$ cat src/rtl/spi_ctrl_pkg.sv
package spi_ctrl_pkg;
  localparam int unsigned AW = 5;

  localparam logic [AW-1:0] ADR_CFG  = 5'h00;
  localparam logic [AW-1:0] ADR_STAT = 5'h04;
  localparam logic [AW-1:0] ADR_DATA = 5'h08;
  localparam logic [AW-1:0] ADR_DIV  = 5'h0C;
  localparam logic [AW-1:0] ADR_FLAG = 5'h1C;

  // configuration bits 6:2, most significant first
  typedef struct packed {
    logic lsb_first;
    logic master;
    logic pol;
    logic pha;
    logic len;
  } cfg_t;
endpackage

$ cat src/rtl/spi_sck_gen.sv
module spi_sck_gen #(
  parameter int DIV_W   = 8,
  parameter int MIN_DIV = 8
) (
  input  logic             clk,
  input  logic             rst_n,
  input  logic             start,
  input  logic             run,
  input  logic [DIV_W-1:0] div_cfg,
  output logic             edge_o,
  output logic             lvl_o
);
  localparam logic [DIV_W-1:0] FLOOR = DIV_W'(MIN_DIV);

  logic [DIV_W-1:0] div_eff, div_q, cnt_q;
  logic             lvl_q;

  always_comb begin
    if (div_cfg < FLOOR) div_eff = FLOOR;
    else                 div_eff = {div_cfg[DIV_W-1:1], 1'b0};
  end

  assign edge_o = run && !start && (cnt_q == div_q - 1'b1);
  assign lvl_o  = lvl_q;

  always_ff @(posedge clk or negedge rst_n) begin
    if (!rst_n) begin
      div_q <= FLOOR;
      cnt_q <= '0;
      lvl_q <= 1'b0;
    end else if (start) begin
      div_q <= div_eff;
      cnt_q <= '0;
      lvl_q <= 1'b0;
    end else if (run) begin
      if (edge_o) begin
        cnt_q <= '0;
        lvl_q <= ~lvl_q;
      end else begin
        cnt_q <= cnt_q + 1'b1;
      end
    end
  end
endmodule

$ cat src/rtl/spi_pin_sync.sv
module spi_pin_sync #(
  parameter int STAGES = 2
) (
  input  logic clk,
  input  logic rst_n,
  input  logic sck_i,
  input  logic ssel_n_i,
  input  logic mosi_i,
  output logic sck_edge,
  output logic sel_act,
  output logic sel_fall,
  output logic sel_rise,
  output logic mosi_s
);
  logic [STAGES-1:0][2:0] stg_q;
  logic [2:0] now;
  logic       sck_d_q, seln_d_q;

  assign now = stg_q[STAGES-1];

  always_ff @(posedge clk or negedge rst_n) begin
    if (!rst_n) begin
      for (int i = 0; i < STAGES; i++) stg_q[i] <= 3'b100;
      sck_d_q  <= 1'b0;
      seln_d_q <= 1'b1;
    end else begin
      stg_q[0] <= {ssel_n_i, sck_i, mosi_i};
      for (int i = 1; i < STAGES; i++) stg_q[i] <= stg_q[i-1];
      sck_d_q  <= now[1];
      seln_d_q <= now[2];
    end
  end

  assign sck_edge = now[1] ^ sck_d_q;
  assign sel_act  = !now[2];
  assign sel_fall = !now[2] && seln_d_q;
  assign sel_rise = now[2] && !seln_d_q;
  assign mosi_s   = now[0];
endmodule

$ cat src/rtl/spi_shift_eng.sv
module spi_shift_eng #(
  parameter int DW = 8
) (
  input  logic          clk,
  input  logic          rst_n,
  input  logic          load,
  input  logic [DW-1:0] tx,
  input  logic          clr,
  input  logic          edge_i,
  input  logic          din,
  input  logic          pha,
  input  logic          lsb_first,
  output logic          dout,
  output logic          last_o,
  output logic          mid_o,
  output logic [DW-1:0] final_o,
  output logic [DW-1:0] sr_o
);
  localparam int EDGES = 2 * DW;
  localparam int CW    = $clog2(EDGES + 1);

  logic [CW-1:0] ecnt_q, e_num;
  logic [DW-1:0] sr_q, shifted;
  logic          samp_q, is_last, samp_edge, shift_edge, do_shift, shin;

  assign e_num      = ecnt_q + 1'b1;
  assign is_last    = (e_num == CW'(EDGES));
  assign samp_edge  = pha ? !e_num[0] : e_num[0];
  assign shift_edge = !samp_edge && !(pha && e_num == CW'(1));
  assign do_shift   = shift_edge || (pha && is_last);
  assign shin       = samp_edge ? din : samp_q;

  generate
    if (DW > 1) begin : g_wide
      assign shifted = lsb_first ? {shin, sr_q[DW-1:1]} : {sr_q[DW-2:0], shin};
    end else begin : g_single
      assign shifted = shin;
    end
  endgenerate

  always_ff @(posedge clk or negedge rst_n) begin
    if (!rst_n) begin
      ecnt_q <= '0;
      sr_q   <= '0;
      samp_q <= 1'b0;
    end else if (load) begin
      sr_q   <= tx;
      ecnt_q <= edge_i ? CW'(1) : '0;
    end else if (clr) begin
      ecnt_q <= '0;
    end else if (edge_i) begin
      if (samp_edge) samp_q <= din;
      if (do_shift)  sr_q   <= shifted;
      ecnt_q <= is_last ? '0 : e_num;
    end
  end

  assign dout    = lsb_first ? sr_q[0] : sr_q[DW-1];
  assign last_o  = edge_i && !load && !clr && is_last;
  assign mid_o   = (ecnt_q != '0);
  assign final_o = shifted;
  assign sr_o    = sr_q;
endmodule

$ cat src/rtl/spi_ctrl.sv
module spi_ctrl
  import spi_ctrl_pkg::*;
#(
  parameter int DW          = 8,
  parameter int DIV_W       = 8,
  parameter int MIN_DIV     = 8,
  parameter int SYNC_STAGES = 2
) (
  input  logic          clk,
  input  logic          rst_n,
  input  logic          bus_en,
  input  logic          bus_we,
  input  logic [AW-1:0] bus_addr,
  input  logic [DW-1:0] bus_wdata,
  output logic [DW-1:0] bus_rdata,
  input  logic          sck_i,
  output logic          sck_o,
  output logic          sck_oe,
  input  logic          ssel_n_i,
  input  logic          mosi_i,
  output logic          mosi_o,
  output logic          mosi_oe,
  input  logic          miso_i,
  output logic          miso_o,
  output logic          miso_oe
);
  localparam int STAT_LO = DW - 2;

  cfg_t             cfg_q;
  logic [DIV_W-1:0] div_q;
  logic [DW-1:0]    hold_q, rx_q;
  logic             done_q, wcol_q, seen_q, flag_q, m_busy_q, s_full_q;

  logic wr, rd, hit_cfg, hit_stat, hit_data, hit_div, hit_flag;
  logic xfer_busy, data_ok, collide, m_start, clear_stat, xfer_done;
  logic m_edge, m_lvl;
  logic s_edge, s_act, s_fall, s_rise, s_mosi;
  logic e_load, e_clr, e_edge, e_din, e_dout, e_last, e_mid;
  logic [DW-1:0] e_tx, e_final, e_sr;

  assign wr       = bus_en && bus_we;
  assign rd       = bus_en && !bus_we;
  assign hit_cfg  = (bus_addr == ADR_CFG);
  assign hit_stat = (bus_addr == ADR_STAT);
  assign hit_data = (bus_addr == ADR_DATA);
  assign hit_div  = (bus_addr == ADR_DIV);
  assign hit_flag = (bus_addr == ADR_FLAG);

  spi_sck_gen #(.DIV_W(DIV_W), .MIN_DIV(MIN_DIV)) u_sck (
    .clk(clk), .rst_n(rst_n), .start(m_start), .run(m_busy_q),
    .div_cfg(div_q), .edge_o(m_edge), .lvl_o(m_lvl)
  );

  spi_pin_sync #(.STAGES(SYNC_STAGES)) u_sync (
    .clk(clk), .rst_n(rst_n), .sck_i(sck_i), .ssel_n_i(ssel_n_i), .mosi_i(mosi_i),
    .sck_edge(s_edge), .sel_act(s_act), .sel_fall(s_fall), .sel_rise(s_rise),
    .mosi_s(s_mosi)
  );

  assign xfer_busy = cfg_q.master ? m_busy_q : (s_act && (cfg_q.pha ? e_mid : 1'b1));
  assign data_ok   = wr && hit_data && !xfer_busy;
  assign collide   = wr && hit_data && xfer_busy;
  assign m_start   = data_ok && cfg_q.master;

  always_comb begin
    if (cfg_q.master) begin
      e_load = m_start;
      e_tx   = bus_wdata;
      e_clr  = 1'b0;
      e_edge = m_edge;
      e_din  = miso_i;
    end else begin
      e_load = cfg_q.pha ? (s_edge && s_act && !e_mid) : s_fall;
      e_tx   = hold_q;
      e_clr  = !s_act;
      e_edge = s_edge && s_act;
      e_din  = s_mosi;
    end
  end

  spi_shift_eng #(.DW(DW)) u_eng (
    .clk(clk), .rst_n(rst_n), .load(e_load), .tx(e_tx), .clr(e_clr),
    .edge_i(e_edge), .din(e_din), .pha(cfg_q.pha), .lsb_first(cfg_q.lsb_first),
    .dout(e_dout), .last_o(e_last), .mid_o(e_mid), .final_o(e_final), .sr_o(e_sr)
  );

  always_comb begin
    if (cfg_q.master)   xfer_done = m_busy_q && e_last;
    else if (cfg_q.pha) xfer_done = e_last;
    else                xfer_done = s_rise && s_full_q;
  end

  assign clear_stat = bus_en && hit_data && seen_q;

  always_ff @(posedge clk or negedge rst_n) begin
    if (!rst_n) begin
      cfg_q    <= '0;
      div_q    <= '0;
      hold_q   <= '0;
      rx_q     <= '0;
      done_q   <= 1'b0;
      wcol_q   <= 1'b0;
      seen_q   <= 1'b0;
      flag_q   <= 1'b0;
      m_busy_q <= 1'b0;
      s_full_q <= 1'b0;
    end else begin
      if (wr && hit_cfg) cfg_q <= bus_wdata[6:2];
      if (wr && hit_div) div_q <= bus_wdata[DIV_W-1:0];
      if (data_ok)       hold_q <= bus_wdata;

      if (m_start)                    m_busy_q <= 1'b1;
      else if (e_last && cfg_q.master) m_busy_q <= 1'b0;

      if (s_fall)      s_full_q <= 1'b0;
      else if (e_last) s_full_q <= 1'b1;

      if (e_last && (cfg_q.master || cfg_q.pha))  rx_q <= e_final;
      else if (xfer_done)                         rx_q <= e_sr;

      if (rd && hit_stat)  seen_q <= 1'b1;
      else if (clear_stat) seen_q <= 1'b0;

      if (xfer_done)       done_q <= 1'b1;
      else if (clear_stat) done_q <= 1'b0;

      if (collide)         wcol_q <= 1'b1;
      else if (clear_stat) wcol_q <= 1'b0;

      if (xfer_done)                          flag_q <= 1'b1;
      else if (wr && hit_flag && bus_wdata[0]) flag_q <= 1'b0;
    end
  end

  always_comb begin
    bus_rdata = '0;
    if (hit_cfg)  bus_rdata = DW'({cfg_q, 2'b00});
    if (hit_stat) bus_rdata = {done_q, wcol_q, {STAT_LO{1'b0}}};
    if (hit_data) bus_rdata = rx_q;
    if (hit_div)  bus_rdata = DW'(div_q);
    if (hit_flag) bus_rdata = DW'(flag_q);
  end

  assign sck_o   = cfg_q.pol ^ m_lvl;
  assign sck_oe  = cfg_q.master;
  assign mosi_o  = e_dout;
  assign mosi_oe = cfg_q.master;
  assign miso_o  = e_dout;
  assign miso_oe = !cfg_q.master && s_act;
endmodule

$ cat config.mk
export PLATFORM = sky130hd
export DESIGN_NAME = spi_ctrl
export DESIGN_NICKNAME = d
export VERILOG_FILES = /design/src/rtl/spi_ctrl_pkg.sv /design/src/rtl/spi_sck_gen.sv /design/src/rtl/spi_pin_sync.sv /design/src/rtl/spi_shift_eng.sv /design/src/rtl/spi_ctrl.sv
export SDC_FILE = /design/constraint.sdc
export NUM_CORES = 1
export LEC_CHECK = 0
export CORE_ASPECT_RATIO = 2
export CORE_MARGIN = 5
export CORE_UTILIZATION = 45
export CTS_CLUSTER_DIAMETER = 200
export DETAILED_ROUTE_END_ITERATION = 8
export DONT_BUFFER_PORTS = 1
export GPL_TIMING_DRIVEN = 0
export HOLD_SLACK_MARGIN = 0.03
export PLACE_DENSITY = 0.64
export SLEW_MARGIN = 40
export SYNTH_ARGS = -nofsm -noshare
export SYNTH_HDL_FRONTEND = slang
export SYNTH_HIERARCHICAL = 1
export SYNTH_SLANG_ARGS = --single-unit
$ cat constraint.sdc
create_clock -name clk -period 10.5 [get_ports clk]
set_input_delay 2.1 -clock clk [delete_from_list [all_inputs] [get_ports clk]]
set_output_delay 2.1 -clock clk [all_outputs]
set_load 0.1 [all_outputs]
# == Word level (Yosys, flattened, before mapping) ==
# Index checks and enable logic that the tools add are counted.
# classes
addsub,3
n_lt_le_gt_ge,1
eq_ne,8
muxes,47
n_bitwise,5
n_reduce_logical,62
# op_table
op,count
2-to-1 mux 8 bit,16
logical AND 1 bit,31
2-to-1 mux 1 bit,26
nonzero test 2 bit,11
2-to-1 mux 5 bit,4
logical NOT 1 bit,12
"== test 5 x 4 -> 1 bit, second input constant",2
"== test 5 bit, second input constant",2
"adder 8 x 1 -> 8 bit, second input constant",1
== test 8 bit,1
"less-than comparator 8 x 4 -> 1 bit, second input constant",1
"subtractor 8 x 1 -> 8 bit, second input constant",1
2-to-1 mux 7 bit,1
AND reduction 3 bit,2
"adder 5 x 1 -> 5 bit, second input constant",1
"== test 5 x 1 -> 1 bit, second input constant",1
"== test 5 x 3 -> 1 bit, second input constant",1
logical NOT 5 bit,1
nonzero test 5 bit,1
NOT 1 bit,3
nonzero test 3 bit,1
logical OR 1 bit,2
"!= test 2 x 1 -> 1 bit, second input constant",1
AND reduction 2 bit,1
XOR 1 bit,2
# word_totals
ff_bits,74
input_bits,21
output_inout_bits,14
word_cells,150

# == Logic depth before layout (Yosys ltp) ==
# Gate-level depths: netlist of run 1.
# depth
depth_word,18
depth_mapped,18
depth_no_buf,14

# == Modules after synthesis ==
# The synthesis of run 1 kept the hierarchy.
# modules_own_cells
module,instances,cells_per_inst,area_each_um2,seq_area_each_um2
spi_ctrl,1,182,1931.9,875.8
spi_shift_eng,1,102,992.2,350.3
spi_sck_gen,1,86,922.1,401.6
spi_pin_sync,1,12,231.5,203.9

# == Worst setup path after synthesis of run 1 ==
# OpenSTA, ideal clock, no wires.
# synth_timing
path_type,input to output
start,input port bus_addr[4]
end,output port bus_rdata[5]
t_arrival_ns,4.566
t_required_ns,8.400
setup_slack_ns,3.834
stages,5
path_buffers,1
cell_sequence,buf_6 -> or4_1 -> nor2_1 -> nand2_1 -> a21oi_1
# synth_between
elab_chain_cells,6
elab_cells_between_ends,10
classes_between,eq/ne (4); mux (5); reduce/logical (1)
# synth_lines
item,line,rtl
from (decl),spi_ctrl.sv:13,"input logic [AW-1:0] bus_addr,"
logical NOT 5 bit,spi_ctrl.sv:43,assign hit_cfg = (bus_addr == ADR_CFG);
2-to-1 mux 7 bit,spi_ctrl.sv:137,"if (hit_cfg) bus_rdata = DW'({cfg_q, 2'b00});"
2-to-1 mux 8 bit,spi_ctrl.sv:138,"if (hit_stat) bus_rdata = {done_q, wcol_q, {STAT_LO{1'b0}}};"
2-to-1 mux 8 bit,spi_ctrl.sv:139,if (hit_data) bus_rdata = rx_q;
2-to-1 mux 8 bit,spi_ctrl.sv:140,if (hit_div) bus_rdata = DW'(div_q);
2-to-1 mux 8 bit *,spi_ctrl.sv:141,if (hit_flag) bus_rdata = DW'(flag_q);
to (decl),spi_ctrl.sv:15,"output logic [DW-1:0] bus_rdata,"
# Every way passes the cells marked *; elsewhere a longest branch is shown, timed or not.

# == Final worst setup path of run 1 ==
# Ends and elaborated chain as after synthesis.

==> results by stage, run 1 <==
Drt:
- The detailed-route vias per instance is 5.86.
- Before antenna repair, the detailed router went through 4 iterations.
- The via count is 2,929.
- The DRC violation count after routing is 0.
- The total wirelength of the detailed-routed design is about 9600 um.
- For this block, the initial DRC count from the detailed router was about 160.
- The final antenna-violating net count is 0.
- After detailed routing, the average wire length per cell comes to 19.1 um.

Placed design:
- The congestion estimate from routability-driven global placement came to around 0.84.
- The number of buffers inserted by port buffering is 0.
- Prior to clock tree synthesis, the placed netlist has a worst setup slack of 4.14 ns.
- The HPWL reported at the end of detailed placement is around 7300 um.

Worst setup path:
- The data required time at the worst endpoint is about 8.4 ns.
- On the critical path, the stage with the largest delay is an instance of sky130_fd_sc_hd__or4_1.
- Measured in cells, the most critical reg-to-reg path has a length of 15.
- The count of buffering cells on the critical path with inverters included is 1.
- The reg-to-reg critical path endpoint is rx_q[5].
- The nature of the critical path startpoint is a primary input.
- Data on the critical path arrives at its endpoint at approximately 4.0 ns.
- The beginning of the worst register-to-register path is mosi_oe.
- The highest fanout seen on the critical path is 8.
- The delay of the slowest cell on the worst path is ~0.65 ns.
- The setup check on the worst reg-to-reg path leaves a slack of approximately 6 ns.
- Traced cell by cell, the critical path runs through buf_6 > or4_1 > nor2_1 > nand2_1 > a21oi_4.
- The critical path class is in2out.
- The number of logic stages on the critical path including buffering is 5.
- The category of the worst setup path capture point is an output pin.
- In this run the worst setup path begins at bus_addr[4].
- The family with the most delay on the worst path is simple AND/OR/NAND/NOR gates.
- The most critical setup path has its endpoint at bus_rdata[5].

GRT:
- The initial antenna violation count was 0.
- The total overflow left after global routing is 0.
- The met2 track demand over resource in global routing is 0.339.
- For met1 alone, demand over resource in global routing was 0.182.
- Across every metal layer, demand over resource in global routing totals 0.181.
- The met3 demand-to-capacity share in global routing is 0.0324.
- The most crowded layer after global routing is met2.
- The first global-routing pass estimated about 16,000 um of wire.
- Entering global routing, the biggest net connects 74 pins.
- The number of global-route vias before repair is 3,077.

CTS:
- The clock sink total is 73.
- The number of buffers on the longest clock path is 2.
- The post-CTS repair timing setup buffer count is 0.
- In this run, post-CTS repair resized a total of 0 instances.
- The clock insertion delay at the later pin of the skew report is roughly 0.33 ns.
- The number of hold-repair buffers added at the cts stage is 0.
- CTS placed an instance of sky130_fd_sc_hd__clkbuf_16 at the clock tree root.
- TritonCTS built the clock tree.
- Buffers inserted during clock tree synthesis total 9.
- Clock-pin slew was measured on the worst setup and hold paths at approximately 0.050 ns.
- The H-tree depth reported by CTS is 3.

STA:
- The post-route worst hold slack is roughly 0.35 ns.
- The final worst-path cycle share is 0.578.
- Setup total negative slack on the finished layout was measured at 0 ns.
- The tightest slew margin relative to the limit is 0.450.
- Between clock sinks in the finished design, the worst skew comes to ~0.005 ns.
- The final worst-path setup slack is about 4.4 ns.
- The hold violation count in the final report was 0.
- Setup violations remaining at the end of the flow were counted as 0.
- Setup repair after global routing left no endpoint under its margin.
- Derived from the worst setup path, the maximum achievable clock frequency is approximately 160 MHz.
- The number of pins exceeding their max-slew limit in the final report came to 0.
- The smallest clock period supported by the final layout is computed as between 6 and 7 ns.
- At the pin with the least slew margin, the transition time is between 0.8 and 0.9 ns.

Status:
- The run finished with clean final reports.

Floorplanning:
- For this configuration, the core starts out at a cell density of 0.456.
- The floorplan step defined a die boundary enclosing about 11,000 um^2.
- The area of the core is about 9000 um^2.
- The floorplan step set the die width to between 70 and 80 um.
- The top-level I/O count is 35.
- The number of rows in the core area is between 40 and 50.
- The height of the chip is 145 um.

Pwr:
- In this run the static leakage power is approximately 2.1 nW.
- Of the total power, the share spent switching nets is 0.315.
- In this run the power spent charging and discharging nets is approximately 290 uW.
- The share of total power dissipated in combinational logic is 0.233.
- Across the VDD grid, the largest voltage drop is 96.4 uV.
- Internal power comes to roughly 630 uW.
- The clock power share is 0.365.
- Dividing total power by cell area gives a power density of roughly 200 nW/um^2.
- The part of the total power dissipated in sequential elements is 0.402.

Logic synthesis:
- Counting flops and latches in the post-synthesis netlist gives 73.
- The combined area of all synthesized cells is ~4100 um^2.
- The number of different library cells in the post-synthesis netlist is 62.
- During synthesis, Yosys emitted a total of 6 warnings.
- Ranked by instance count, the synthesized netlist is headed by sky130_fd_sc_hd__dfrtp_1, sky130_fd_sc_hd__nand2_1, sky130_fd_sc_hd__nor2_1, sky130_fd_sc_hd__mux2_1, sky130_fd_sc_hd__o21ai_1.
- The synthesized net count is 407.
- Yosys attributes the largest share of cell area to sky130_fd_sc_hd__dfrtp_1, sky130_fd_sc_hd__mux2_1, sky130_fd_sc_hd__mux2i_1, sky130_fd_sc_hd__nand2_1, sky130_fd_sc_hd__mux2_4.
- Counting every instance in the synthesized netlist gives around 380.
- In the synthesized netlist the dominant register cell turns out to be sky130_fd_sc_hd__dfrtp_1.
- A synthesized cell averages between 10 and 15 um^2.
- The proportion of register bits with asynchronous set or reset after synthesis is 1.00.
- The number of flops mapped to enable cells by yosys is 0.
- Of the synthesized area, sequential elements account for 0.449.
- Summed over all instances, the cell type with the most area after synthesis is sky130_fd_sc_hd__dfrtp_1.
- The share of the synthesized area in the top cell type is 0.423.
- The most common cell in the synthesized netlist is sky130_fd_sc_hd__dfrtp_1.

Final layout:
- Of the cells placed in the final design, the portion with a size suffix greater than 1 is 0.191.
- The antenna diode instance count is 0.
- The net count of the finished layout is about 420.
- The final-layout fill cell count is 810.
- Relative to the synthesized area, the layout overhead comes to 13.6%.
- Measured on the finished design, the core utilization comes to 0.518.

Worst hold path:
- The worst hold path belongs to the class reg2reg.
- The startpoint of the lowest-slack hold path is u_sync/stg_q[0].

Flow run:
- Across the run, the number of max-cap violations was 0.
==> kinds of logic (layout without fill, tap and decap cells) <==
| logic type | count (synthesis) | in the layout | synth area share |
|---|---|---|---|
| buffers and inverters | 34 | 50 | 0.0387 |
| AND/OR/NAND/NOR | 120 | 120 | 0.166 |
| AO/OA/AOI/OAI | 75 | 75 | 0.133 |
| multiplexers | 56 | 56 | 0.158 |
| XOR/XNOR | 20 | 20 | 0.0430 |
| flip-flops | 73 | 73 | 0.449 |
| adder cells (fa/ha/maj) | 4 | 4 | 0.0123 |
==> layout by cell type, fill, tap and decap left out, types with 3 or more instances in the layout <==
| cell | synthesis | final |
|---|---|---|
| sky130_fd_sc_hd__dfrtp_1 | 69 | 68 |
| sky130_fd_sc_hd__nand2_1 | 40 | 40 |
| sky130_fd_sc_hd__nor2_1 | 23 | 21 |
| sky130_fd_sc_hd__mux2_1 | 21 | 21 |
| sky130_fd_sc_hd__mux2i_1 | 16 | 16 |
| sky130_fd_sc_hd__o21ai_1 | 17 | 16 |
| sky130_fd_sc_hd__inv_1 | 15 | 15 |
| sky130_fd_sc_hd__clkbuf_1 | 10 | 11 |
| sky130_fd_sc_hd__xor2_1 | 12 | 11 |
| sky130_fd_sc_hd__nand2b_1 | 10 | 10 |
| sky130_fd_sc_hd__mux2_2 | 10 | 10 |
| sky130_fd_sc_hd__o21ai_0 | 9 | 9 |
| sky130_fd_sc_hd__mux2_4 | 9 | 9 |
| sky130_fd_sc_hd__clkbuf_16 | 0 | 9 |
| sky130_fd_sc_hd__nor3_1 | 9 | 9 |
| sky130_fd_sc_hd__o211a_1 | 9 | 9 |
| sky130_fd_sc_hd__a311o_1 | 8 | 8 |
| sky130_fd_sc_hd__xnor2_1 | 8 | 8 |
| sky130_fd_sc_hd__a21oi_1 | 11 | 7 |
| sky130_fd_sc_hd__a21oi_4 | 0 | 4 |
| sky130_fd_sc_hd__ha_1 | 4 | 4 |
| sky130_fd_sc_hd__dfstp_2 | 4 | 4 |
| sky130_fd_sc_hd__buf_2 | 3 | 3 |
| sky130_fd_sc_hd__nand3_1 | 3 | 3 |
| sky130_fd_sc_hd__o22ai_1 | 3 | 3 |
| sky130_fd_sc_hd__nor2b_1 | 3 | 3 |
| sky130_fd_sc_hd__a31oi_1 | 3 | 3 |
| sky130_fd_sc_hd__nand4_1 | 3 | 3 |
| sky130_fd_sc_hd__nor3_2 | 3 | 3 |
| sky130_fd_sc_hd__buf_4 | 3 | 3 |
==> metal layers <==
layer | up-vias | share of wire
met3 | 26 | 0.026
li1 | 1383 | -
met4 | 0 | 0.038
met1 | 1462 | 0.36
met2 | 58 | 0.57
met5 | - | 0
==> how the worst min path moves through the flow <==
stage	to	cells past startpoint
finish	u_sync/now[0]	0
global route	u_sync/now[0]	0
CTS	u_sync/now[0]	0
detailed placement	u_sync/now[0]	0
global placement	u_sync/now[0]	0
floorplan	u_sync/now[0]	0
==> area by class of cell <==
class / instances / area, um^2 / area share
clock buffers: 12 / 256 / 0.0554
clock inverters: 4 / 73.8 / 0.0159
flip-flops and latches: 73 / 1830 / 0.396
inverters: 15 / 56.3 / 0.0122
well taps: 102 / 128 / 0.0275
multi-input cells: 275 / 2180 / 0.472
plain buffers: 19 / 101 / 0.0219
==> through the flow <==
stage	std cells	cell area [um^2]	power (mW)
after floorplan	382	4080	0.543
after global placement	484	4210	0.581
after detailed placement	484	4300	0.591
after CTS	500	4630	0.929
after global routing	500	4630	0.966
final	500	4630	0.923
==> power by group through the flow <==
stage	registers (mW)	clock network, mW	logic (mW)
finish	0.371	0.337	0.215
global route	0.377	0.356	0.232
CTS	0.371	0.342	0.216
detailed placement	0.375	0	0.215
global placement	0.373	0	0.208
floorplan	0.359	0	0.184
==> worst register-to-register path, cell delays in order, from the launching register on <==
cell and delay [ns]:
sky130_fd_sc_hd__dfrtp_2 0.74, sky130_fd_sc_hd__buf_1 0.57, sky130_fd_sc_hd__nor3b_2 0.56, sky130_fd_sc_hd__nor3_1 0.14, sky130_fd_sc_hd__o2111ai_2 0.15, sky130_fd_sc_hd__nor3_2 0.11
sky130_fd_sc_hd__nand2_1 0.09, sky130_fd_sc_hd__o21ai_1 0.06, sky130_fd_sc_hd__buf_2 0.19, sky130_fd_sc_hd__nand2_1 0.12, sky130_fd_sc_hd__nor2_1 0.11, sky130_fd_sc_hd__o21ai_1 0.08
sky130_fd_sc_hd__clkbuf_1 0.53, sky130_fd_sc_hd__o31a_1 0.42, sky130_fd_sc_hd__clkbuf_1 0.37, sky130_fd_sc_hd__o21ai_1 0.12
==> registers in the layout, indices dropped and copies added (netlist names) <==
register	cells
rx_q	8
flag_q	1
u_sync/sck_d_q	1
hold_q	8
mosi_oe	1
seen_q	1
u_sck/div_q	7
u_sync/now	3
u_sck/lvl_o	1
m_busy_q	1
s_full_q	1
u_sync/stg_q	3
u_eng/sr_o	8
wcol_q	1
cfg_q	4
done_q	1
u_eng/samp_q	1
u_sync/seln_d_q	1
u_sck/cnt_q	8
u_eng/ecnt_q	5
div_q	8
Power figures use the tool's default switching activity.
==> run 2: changes to the inputs <==
--- a/config.mk
+++ b/config.mk
@@ -5,6 +5,7 @@
 export SDC_FILE = /design/constraint.sdc
 export NUM_CORES = 1
 export LEC_CHECK = 0
+export ABC_AREA = 1
 export CORE_ASPECT_RATIO = 2
 export CORE_MARGIN = 5
 export CORE_UTILIZATION = 45
==> constraint.sdc (replaced) <==
create_clock -name clk -period 6.2 [get_ports clk]
set_input_delay 1.24 -clock clk [delete_from_list [all_inputs] [get_ports clk]]
set_output_delay 1.24 -clock clk [all_outputs]
set_load 0.1 [all_outputs]
==> run 2 against run 1 <==
  * Combinational power grew to 2.6 times the previous value
  * Area after synthesis is 5.1% higher
  * Largest cell class unchanged
  * First-iteration DRC count is 9.9% higher
  * Sequential share of layout area is 2.1 points lower
  * Largest power group unchanged
  * Sequential power is 83% higher
  * Global-route usage is 2.2 points higher
  * Highest routed layer unchanged
==> results by stage, run 2 <==
STA:
- The hold violation count in the final report is 0 (unchanged).
- The final worst-path cycle share is 0.696.
- For the finished layout, the period the worst path requires is ~4.3 ns.
- The post-route worst hold slack is 0.345 ns (-0.000329 ns).
- The setup TNS is 0 ns (unchanged).
- The maximum operating frequency is 232 MHz.
- The actual slew at the worst max-slew pin is 0.704 ns (-0.120 ns).
- The number of pins exceeding their max-slew limit in the final report is 0 (unchanged).
- The tightest slew margin relative to the limit is 0.530 (+0.0801).
- The final worst-path setup slack came to 1.89 ns (-2.55 ns).
- Setup repair after global routing left no endpoint under its margin.
- The total of endpoints with negative setup slack in the final report is 0 (unchanged).
- The worst-case clock skew is 0.00949 ns (+0.00447 ns).

Drt:
- The final antenna-violating net count is 0 (unchanged).
- The total wirelength of the detailed-routed design came to 11,000 um (+15%).
- The detailed-route vias per instance is 5.24 (-11%).
- The number of detailed-route iterations in the first pass is 5 (+1).
- The count of routing violations after the opening detailed-route iteration came to 177 (+9.9%).
- The wire length per cell after detailed routing is 15.5 um (-19%).
- The via count came to 3,724 (+27%).
- The DRC violation count after routing is 0 (unchanged).

Pwr:
- The leakage power is 2.57 nW (+25%).
- The worst voltage drop across the vdd grid came to 218 uV (+130%).
- The power density over cell area was 348 nW/um^2 (+75%).
- The total power is 1.70 mW (+84%).

Floorplanning:
- The horizontal extent of the die was 79.0 um (+2.2%).
- The die area is 11,700 um^2 (+4.6%).
- The height of the chip is 148 um (+2.3%).
- The area of the core is 9320 um^2 (+4.1%).
- The number of rows in the core area came to 50 (+2.0%).
- The effective utilization at floorplan is 0.460 (+0.00418).
- The top-level I/O count is 35 (unchanged).

Flow run:
- The count of max-cap constraint violations is 0 (unchanged).

Placed design:
- The total instance count after detailed placement is 695 (+44%).
- The pre-CTS worst setup slack is 1.89 ns (-2.25 ns).
- The placer congestion estimate came to 0.834 (-0.92%).
- The number of buffers inserted by port buffering is 0 (unchanged).
- The placed instance area is 4630 um^2 (+7.6%).
- The HPWL reported at the end of detailed placement came to 8640 um (+18%).

Final layout:
- The layout cell share with drive strength beyond 1 came to 0.140 (-0.0509).
- The library cells used most frequently in the layout, excluding fill and tap cells, are sky130_fd_sc_hd__nand2_1, sky130_fd_sc_hd__dfrtp_1, sky130_fd_sc_hd__inv_1.
- The most common cell after layout, fill and taps aside is sky130_fd_sc_hd__nand2_1.
- The layout-stage area growth over the synthesis result is 14.2%.
- The layout net count was 627 (+50%).
- The area of all placed cells without fillers was 4900 um^2 (+5.7%).
- The end-of-flow core utilization is 0.525 (+0.00762).
- The post-layout instance count excluding filler cells is 711 (+42%).
- The antenna diode instance count is 0 (unchanged).

Logic synthesis:
- The proportion of register bits with asynchronous set or reset after synthesis is 1.00 (unchanged).
- The commonest cells after synthesis are sky130_fd_sc_hd__nand2_1, sky130_fd_sc_hd__dfrtp_1, sky130_fd_sc_hd__inv_1, sky130_fd_sc_hd__nand3_1, sky130_fd_sc_hd__nor2_1.
- The synthesized netlist cell count is 584 (+53%).
- The share of the synthesized area in the top cell type is 0.403 (-0.0205).
- The number of flops mapped to enable cells by yosys was 0 (unchanged).
- sky130_fd_sc_hd__dfrtp_1 takes more of the synthesized area than any other cell.
- In the synthesized netlist the dominant register cell turns out to be sky130_fd_sc_hd__dfrtp_1.
- The number of different library cells in the post-synthesis netlist is 38 (-39%).
- The number of flip-flops and latches in the synthesized netlist came to 73 (unchanged).
- The synthesized net count came to 609 (+50%).
- sky130_fd_sc_hd__nand2_1 is the most common cell in the netlist.
- Ranked by total cell area, the synthesized netlist is headed by sky130_fd_sc_hd__dfrtp_1, sky130_fd_sc_hd__nand2_1, sky130_fd_sc_hd__nand3_1, sky130_fd_sc_hd__inv_1, sky130_fd_sc_hd__o21ai_0.
- The combined area of all synthesized cells came to 4290 um^2 (+5.1%).
- The part of the Yosys area used for sequential elements is 0.427 (-0.0218).
- The number of warnings printed during yosys synthesis is 6 (unchanged).
- The synthesized area per cell came to 7.34 um^2 (-31%).

Worst setup path:
- The setup slack of the worst register-to-register path is 1.89 ns (-4.12 ns).
- In this run the worst setup path begins at mosi_oe.
- The nature of the critical path startpoint is a flip-flop.
- The highest fanout seen on the critical path is 10 (+2).
- The critical path class is reg2reg.
- The beginning of the worst register-to-register path is mosi_oe.
- The worst setup path is captured at a flip-flop.
- The endpoint arrival time on the critical path is 4.58 ns (+0.61 ns).
- The data required time at the worst endpoint is 6.47 ns (-1.93 ns).
- The reg-to-reg critical path endpoint is rx_q[0].
- The number of cells traversed by the worst register-to-register path is 24 (+9).
- The most critical setup path has its endpoint at rx_q[0].

GRT:
- The most crowded layer after global routing is met2.
- The pin count of the biggest net entering global routing came to 74 (unchanged).
- The overall global routing resource usage is 0.203 (+0.0218).
- The initial antenna violation count is 0 (unchanged).
- The met2 track demand over resource in global routing is 0.383 (+0.0448).
- The number of global-route vias before repair came to 3,823 (+24%).
- The met1 track demand over resource in global routing is 0.204 (+0.0221).
- The sum of overflow across all layers after global routing is 0 (unchanged).
- The met3 demand-to-capacity share in global routing was 0.0463 (+0.0139).
- The first-pass GRT wire length is 18,500 um (+17%).

CTS:
- The clock sink total is 73 (unchanged).
- The number of buffers added by the clock tree synthesis step is 9 (unchanged).
- The number of hold-repair buffers added at the cts stage was 0 (unchanged).
- The master cell of the clock root buffer is sky130_fd_sc_hd__clkbuf_16.
- The post-CTS repair timing setup buffer count was 0 (unchanged).
- The clock insertion delay at the later pin of the skew report was 0.33 ns (about the same).
- The number of buffers on the longest clock path came to 2 (unchanged).
- The CTS tree is done.
- The H-tree depth reported by CTS is 3 (unchanged).
- The clock transition at the register clock pins on the worst setup and hold paths after CTS is 0.06 ns (about the same).
- The count of instances resized after the clock tree is built is 0 (unchanged).

Worst hold path:
- The class of the tightest hold or removal check is reg2reg.

Status:
- The flow ran to the end, and the final reports show no timing, DRC or antenna violations.
[run 2: cell count changes after synthesis, moves of 12 or more]
cell | before | now
sky130_fd_sc_hd__inv_1 | 15 | 48
sky130_fd_sc_hd__mux2_1 | 21 | 0
sky130_fd_sc_hd__mux2i_1 | 16 | 0
sky130_fd_sc_hd__nand2_1 | 40 | 250
sky130_fd_sc_hd__nand3_1 | 3 | 44
sky130_fd_sc_hd__nand4_1 | 3 | 21
sky130_fd_sc_hd__nor2_2 | 0 | 12
sky130_fd_sc_hd__o21ai_0 | 9 | 27
sky130_fd_sc_hd__o21ai_1 | 17 | 1
[run 2: worst min-delay path by stage]
stage | start | endpoint | cells past startpoint
floorplan | u_sync/stg_q[0] | u_sync/now[0] | 0
global placement | u_sync/stg_q[0] | u_sync/now[0] | 0
detailed placement | u_sync/stg_q[0] | u_sync/now[0] | 0
CTS | u_sync/stg_q[0] | u_sync/now[0] | 0
global route | u_sync/stg_q[2] | u_sync/now[2] | 0
finish | u_sync/stg_q[0] | u_sync/now[0] | 0
[run 2: kinds of logic after synthesis]
logic type / after synthesis / synth area share
AO/OA/AOI/OAI: 45 / 0.0666
XOR/XNOR: 10 / 0.0204
adder cells (fa/ha/maj): 4 / 0.0117
buffers and inverters: 74 / 0.0820
flip-flops: 73 / 0.427
AND/OR/NAND/NOR: 378 / 0.392
[run 2: per-layer routing]
metal / wire, um / vias to the layer above
met5: 0 / -
met4: 395 / 0
met3: 495 / 23
met2: 6170 / 73
met1: 3960 / 1749
li1: - / 1879
[run 2: layout make-up]
type / instances / area [um^2]
repair buffers: 7 / 169
clock buffers: 13 / 250
plain buffers: 16 / 134
inverters: 58 / 218
clock inverters: 3 / 17.5
flip-flops and latches: 73 / 1830
well taps: 104 / 130
multi-input cells: 437 / 2140
fillers: 927 / 4430
[run 2: power breakdown]
group / internal, mW / switching, mW / leakage (nW)
Clock: 0.281 / 0.190 / 0.130
Sequential: 0.566 / 0.113 / 0.924
Combinational: 0.197 / 0.356 / 1.51
[run 2: worst max-delay path, stage by stage, from the launching register on]
cell                       delay, ns
sky130_fd_sc_hd__dfrtp_2        0.61
sky130_fd_sc_hd__buf_6          0.25
sky130_fd_sc_hd__nor2_4         0.56
sky130_fd_sc_hd__a21boi_4       0.14
sky130_fd_sc_hd__buf_6          0.19
sky130_fd_sc_hd__nand3_4        0.08
sky130_fd_sc_hd__inv_1          0.04
sky130_fd_sc_hd__clkbuf_2       0.16
sky130_fd_sc_hd__nor2_1         0.12
sky130_fd_sc_hd__nand2_1        0.06
sky130_fd_sc_hd__nor2_1         0.11
sky130_fd_sc_hd__nand2_1        0.07
sky130_fd_sc_hd__nor2_2         0.13
sky130_fd_sc_hd__nand2_2        0.12
sky130_fd_sc_hd__inv_1          0.08
sky130_fd_sc_hd__nand2_1        0.05
sky130_fd_sc_hd__nand2_1        0.10
sky130_fd_sc_hd__nand2_1        0.16
sky130_fd_sc_hd__nor2_1         0.46
sky130_fd_sc_hd__nand2_1        0.10
sky130_fd_sc_hd__nand2_1        0.19
sky130_fd_sc_hd__nand2_2        0.18
sky130_fd_sc_hd__nand3_4        0.14
sky130_fd_sc_hd__nand2_1        0.07
sky130_fd_sc_hd__nand2_1        0.06
